$ cat src/rtl/errcap_pkg.sv
package errcap_pkg;
  localparam int unsigned WORD_W = 32;
  localparam logic [WORD_W-1:0] IMPL_MASK_DEF = 32'hA0F7_011F;
  localparam logic [WORD_W-1:0] SYND_MASK_DEF = 32'h00F0_0000;
  localparam int unsigned LOCK_EN_BIT_DEF = 31;

  typedef enum logic [1:0] {
    ADDR_STATUS = 2'd0,
    ADDR_CONFIG = 2'd1
  } reg_sel_e;
endpackage

$ cat src/rtl/errcap_status.sv
module errcap_status #(
  parameter int unsigned W = 32,
  parameter logic [W-1:0] IMPL_MASK = '1
) (
  input  logic         clk,
  input  logic         rst,
  input  logic [W-1:0] evt_i,
  input  logic         capture_en_i,
  input  logic [W-1:0] clr_mask_i,
  output logic [W-1:0] set_bits_o,
  output logic [W-1:0] status_next_o,
  output logic [W-1:0] status_q_o
);
  for (genvar i = 0; i < W; i++) begin : g_bit
    if (IMPL_MASK[i]) begin : g_impl
      logic bit_q;
      logic bit_set;
      logic bit_d;
      assign bit_set = capture_en_i & evt_i[i];
      assign bit_d   = bit_set | (bit_q & ~clr_mask_i[i]);
      always_ff @(posedge clk) begin
        if (rst) bit_q <= 1'b0;
        else     bit_q <= bit_d;
      end
      assign set_bits_o[i]    = bit_set;
      assign status_next_o[i] = bit_d;
      assign status_q_o[i]    = bit_q;
    end else begin : g_none
      assign set_bits_o[i]    = 1'b0;
      assign status_next_o[i] = 1'b0;
      assign status_q_o[i]    = 1'b0;
    end
  end
endmodule

$ cat src/rtl/errcap_config.sv
module errcap_config #(
  parameter int unsigned W = 32,
  parameter int unsigned EN_BIT = 31
) (
  input  logic         clk,
  input  logic         rst,
  input  logic         wr_i,
  input  logic [W-1:0] wdata_i,
  output logic         lock_en_o,
  output logic         lock_en_drop_o,
  output logic [W-1:0] cfg_word_o
);
  logic en_q;

  always_ff @(posedge clk) begin
    if (rst)       en_q <= 1'b0;
    else if (wr_i) en_q <= wdata_i[EN_BIT];
  end

  assign lock_en_o      = en_q;
  assign lock_en_drop_o = wr_i & en_q & ~wdata_i[EN_BIT];

  always_comb begin
    cfg_word_o         = '0;
    cfg_word_o[EN_BIT] = en_q;
  end
endmodule

$ cat src/rtl/errcap_lock.sv
module errcap_lock #(
  parameter int unsigned W = 32,
  parameter logic [W-1:0] SYND_MASK = '0
) (
  input  logic         clk,
  input  logic         rst,
  input  logic [W-1:0] set_bits_i,
  input  logic         lock_en_i,
  input  logic         lock_en_drop_i,
  input  logic         status_zero_next_i,
  output logic         locked_o
);
  logic locked_q;
  logic any_set;
  logic hard_set;
  logic lock_event;
  logic release_now;

  assign any_set     = |set_bits_i;
  assign hard_set    = |(set_bits_i & ~SYND_MASK);
  assign lock_event  = hard_set | (any_set & lock_en_i);
  assign release_now = status_zero_next_i | lock_en_drop_i;

  always_ff @(posedge clk) begin
    if (rst)             locked_q <= 1'b0;
    else if (lock_event) locked_q <= 1'b1;
    else if (release_now) locked_q <= 1'b0;
  end

  assign locked_o = locked_q;
endmodule

$ cat src/rtl/bus_err_latch.sv
module bus_err_latch
  import errcap_pkg::*;
#(
  parameter int unsigned DATA_W = WORD_W,
  parameter int unsigned ADDR_W = 2,
  parameter logic [DATA_W-1:0] IMPL_MASK = IMPL_MASK_DEF,
  parameter logic [DATA_W-1:0] SYND_MASK = SYND_MASK_DEF,
  parameter int unsigned LOCK_EN_BIT = LOCK_EN_BIT_DEF
) (
  input  logic              clk,
  input  logic              rst,
  input  logic [DATA_W-1:0] err_evt_i,
  input  logic [ADDR_W-1:0] reg_addr_i,
  input  logic              reg_we_i,
  input  logic [DATA_W-1:0] reg_wdata_i,
  output logic [DATA_W-1:0] rd_data_o,
  output logic              err_present_o,
  output logic              locked_o
);
  localparam logic [ADDR_W-1:0] A_STAT = ADDR_W'(ADDR_STATUS);
  localparam logic [ADDR_W-1:0] A_CFG  = ADDR_W'(ADDR_CONFIG);

  logic              stat_wr;
  logic              cfg_wr;
  logic [DATA_W-1:0] clr_mask;
  logic [DATA_W-1:0] set_bits;
  logic [DATA_W-1:0] status_next;
  logic [DATA_W-1:0] status_q;
  logic [DATA_W-1:0] cfg_word;
  logic              lock_en;
  logic              lock_en_drop;
  logic              locked;
  logic [DATA_W-1:0] rd_q;
  logic              present_q;

  assign stat_wr  = reg_we_i & (reg_addr_i == A_STAT);
  assign cfg_wr   = reg_we_i & (reg_addr_i == A_CFG);
  assign clr_mask = stat_wr ? reg_wdata_i : '0;

  errcap_status #(.W(DATA_W), .IMPL_MASK(IMPL_MASK)) u_status (
    .clk          (clk),
    .rst          (rst),
    .evt_i        (err_evt_i),
    .capture_en_i (~locked),
    .clr_mask_i   (clr_mask),
    .set_bits_o   (set_bits),
    .status_next_o(status_next),
    .status_q_o   (status_q)
  );

  errcap_config #(.W(DATA_W), .EN_BIT(LOCK_EN_BIT)) u_config (
    .clk           (clk),
    .rst           (rst),
    .wr_i          (cfg_wr),
    .wdata_i       (reg_wdata_i),
    .lock_en_o     (lock_en),
    .lock_en_drop_o(lock_en_drop),
    .cfg_word_o    (cfg_word)
  );

  errcap_lock #(.W(DATA_W), .SYND_MASK(SYND_MASK)) u_lock (
    .clk               (clk),
    .rst               (rst),
    .set_bits_i        (set_bits),
    .lock_en_i         (lock_en),
    .lock_en_drop_i    (lock_en_drop),
    .status_zero_next_i(status_next == '0),
    .locked_o          (locked)
  );

  always_ff @(posedge clk) begin
    if (rst) begin
      rd_q      <= '0;
      present_q <= 1'b0;
    end else begin
      present_q <= |status_next;
      case (reg_addr_i)
        A_STAT:  rd_q <= status_q;
        A_CFG:   rd_q <= cfg_word;
        default: rd_q <= '0;
      endcase
    end
  end

  assign rd_data_o     = rd_q;
  assign err_present_o = present_q;
  assign locked_o      = locked;
endmodule

$ cat config.mk
export PLATFORM = sky130hd
export DESIGN_NAME = bus_err_latch
export DESIGN_NICKNAME = d
export VERILOG_FILES = /design/src/rtl/errcap_pkg.sv /design/src/rtl/errcap_status.sv /design/src/rtl/errcap_config.sv /design/src/rtl/errcap_lock.sv /design/src/rtl/bus_err_latch.sv
export SDC_FILE = /design/constraint.sdc
export NUM_CORES = 1
export LEC_CHECK = 0
export BUFFER_PORTS_ARGS = -buffer_cell sky130_fd_sc_hd__buf_2
export CORE_UTILIZATION = 40
export CTS_BUF_LIST = sky130_fd_sc_hd__clkbuf_8
export CTS_CLUSTER_SIZE = 28
export DETAILED_ROUTE_END_ITERATION = 12
export PLACE_DENSITY = 0.72
export SLEW_MARGIN = 5
export SYNTH_ARGS = -nofsm -noshare
export SYNTH_HDL_FRONTEND = slang
export SYNTH_HIERARCHICAL = 1
export SYNTH_SLANG_ARGS = --single-unit
export TNS_END_PERCENT = 100
$ cat constraint.sdc
create_clock -name clk -period 3.7 [get_ports clk]
set_input_delay 0.925 -clock clk [delete_from_list [all_inputs] [get_ports clk]]
set_output_delay 0.925 -clock clk [all_outputs]
set_load 0.05 [all_outputs]
==> impl_results.md <==
* Worst EP arrival at 2.95 ns
* CTS Hold Buffers Added at 0
* Initial Util at 41.4%
* GP Congestion at 0.845
* Clk pwr share at 28.9%
* Clock latency on the worst-skew pair at 0.30 ns
* RSZ-0062 raised after global routing: false
* Largest net degree at the start of global routing at 34
* Share of cells above drive strength 1 at 21.7%
* GR Overflow Total at 0
* Count of final hold-check violations at 0
* Crit-path cells: buf_2 > nor3b_4 > buf_4 > and2_1 > nand2b_1 > nand2_1 > nor4_1 > nand4_1 > nor2_1 > nor2_2 > a2111oi_4 > a31oi_1
* Period minus WS final at 2.77 ns
* Clock H-tree levels at 2
* Post-layout instance area at 3010 µm²
* Max frequency at 360 MHz
* CTS tree: built
* Sequential power share at 52.5%
* Initial antenna violation count at 0
* Crit-path max FO at 15
* Final slew viol count at 0
* Die height at 91.4 µm
* Area delta synth->final at -5.76%
* Sink Count at 50
* WP data required at 3.88 ns
* Final #Nets at 464
* Status: complete, no violations
* Pint at 766 µW
* Crit path setup slack, layout at 0.926 ns
* Area of the multi-input gates at 1370 µm²
* Max_slew headroom at 63.5%
* Hold WC Path Type: reg2reg
* Crit-path max cell delay at 0.32 ns
* Post-Place Setup Slack at 0.583 ns
* Vias in the first global route at 1884
* N_diodes at 0
* Final Setup Violations at 0
* Clock tree buffer depth at 2
* Residual DRC at 0
* Worst Path Buf+Inv at 2
* Resize count post-CTS at 0
* VDD IR-drop max at 0.000159 V
* Routed length per placed instance at 9.75 µm
* Crit end category: flop
* Worst Tran Pin Value at 0.548 ns
* Worst r2r src: u_lock/locked_o
* CORE AREA at 7730 µm²
* Die area at 8350 µm²
* Fill count at 817
* Post-DP HPWL at 3.80 mm
* Die W at 91.4 µm
* Detailed Route WL at 4.86 mm
* Hold Crit Start: u_status/g_bit[3].g_impl.bit_q
* Mapped Avg Cell Area at 8.45 µm²
* Logic gate share of total power at 18.6%
* Remaining antenna violation count at 0
* Drt pass-1 iters at 4
* Hold Path Stages at 2
* Worst R2R End: u_lock/locked_o
* Std-Cell Rows at 32
* DR vias at 1933
* Root buffer cell: clkbuf_8
* Register area at 1000 µm²
* Cell area after placement at 2920 µm²
* Net Sw Frac at 30.2%
* Synth Instances at 378
* R2r setup slk at 1.51 ns
* Setup tns final at 0 ns
* Worst Hold End: rd_data_o[3]
* Buffer count from post-CTS setup fixing at 0
* Crit start category: input port
* Yosys warns at 6
* Synth Cell Area at 3200 µm²
* Starting DRT DRC Count at 43
* TritonCTS Buffers at 5
* # IOs at 103
* R2r worst-path depth at 9
* Pleak at 1.66 nW
* Via/cell ratio at 3.88
* Pwr dens at 364 nW/µm²
* Cell family with most CP delay: simple AND/OR/NAND/NOR gates
* Fin crit share at 75.0%
* Switch Pwr at 331 µW
* Total GRT Usage at 12.5%
* Clock skew at 0.00444 ns
* Crit Path Class: in2reg
* Maxcap violations at 0
* Port bufs at 68
* Slowest-stage cell, CP: nor4_1
* Clock transition at the registers of the reported paths at 0.09 ns
* First-pass GRT wire length at 8.29 mm
## final cells by class
| cell class | instances | share of cell area (%) |
|---|---|---|
| Clock buffer | 5 | 2.29 |
| Clock inverter | 3 | 0.706 |
| Timing Repair Buffer | 71 | 12.0 |
| Multi-Input combinational cell | 251 | 45.5 |
| Inverter | 16 | 1.99 |
| Sequential cell | 50 | 33.2 |
| Tap cell | 102 | 4.24 |
## placed cells by master, fill, tap and decap left out, drive strengths merged
cell,n
o21ba,1
mux2i,33
clkinv,2
or2,1
a2111oi,1
buf,71
a21oi,15
or4,3
nor2,35
inv,16
conb,82
nand4,2
nor3b,1
and3b,2
and2,15
a31oi,1
clkbuf,5
nor4,12
nand2b,15
o41ai,1
dfxtp,50
clkinvlp,1
nand2,30
and4,1
## through the flow
| stage | std cells | total power [mW] | utilization, % | hold WS [ns] |
|---|---|---|---|---|
| 4_1_cts | 498 | 1.11 | 39.0 | 0.510 |
| 3_5_place_dp | 490 | 0.792 | 37.8 | 0.485 |
| 2_1_floorplan | 458 | 0.853 | - | 0.467 |
| 3_3_place_gp | 490 | 0.789 | 37.8 | 0.481 |
| 6_report | 498 | 1.10 | 39.0 | 0.505 |
| 5_1_grt | 498 | 1.16 | 39.0 | 0.543 |
## metal layers
layer	track usage [%]	up-vias	wire, µm
met5	0	-	0
met4	5.16	0	89
met3	2.93	8	192
met2	21.4	39	2410
met1	14.9	858	2170
li1	-	1028	-
## tightest hold or removal path, cell delays in order (launching register included)
cell     delay (ns)
dfxtp_1        0.34
mux2i_1        0.07
nor2_1         0.07
## registers in the layout, summed over array words and instances, names as in the netlist
name                         count
u_lock/locked_o                  1
rd_data_o                       32
u_status/g_bit.g_impl.bit_q     15
err_present_o                    1
u_config/lock_en_o               1
## power by group through the flow
stage	Sequential [mW]	Combinational [mW]	Clock [mW]
3_3_place_gp	0.587	0.201	0
5_1_grt	0.579	0.227	0.357
3_5_place_dp	0.589	0.204	0
6_report	0.575	0.204	0.317
4_1_cts	0.576	0.204	0.335
2_1_floorplan	0.644	0.209	0
## worst max path at each step
stage / from / end / slack, ns / depth (start not counted)
after CTS: reg_addr_i[1] / u_lock/locked_o / 0.90 / 12
after global placement: reg_addr_i[1] / u_lock/locked_o / 0.64 / 12
final: reg_addr_i[1] / u_lock/locked_o / 0.93 / 12
after global routing: reg_addr_i[1] / u_lock/locked_o / 0.64 / 12
after detailed placement: reg_addr_i[1] / u_lock/locked_o / 0.58 / 12
after floorplan: reg_addr_i[0] / u_lock/locked_o / 0.81 / 13
(Power assumes the default switching activity.)
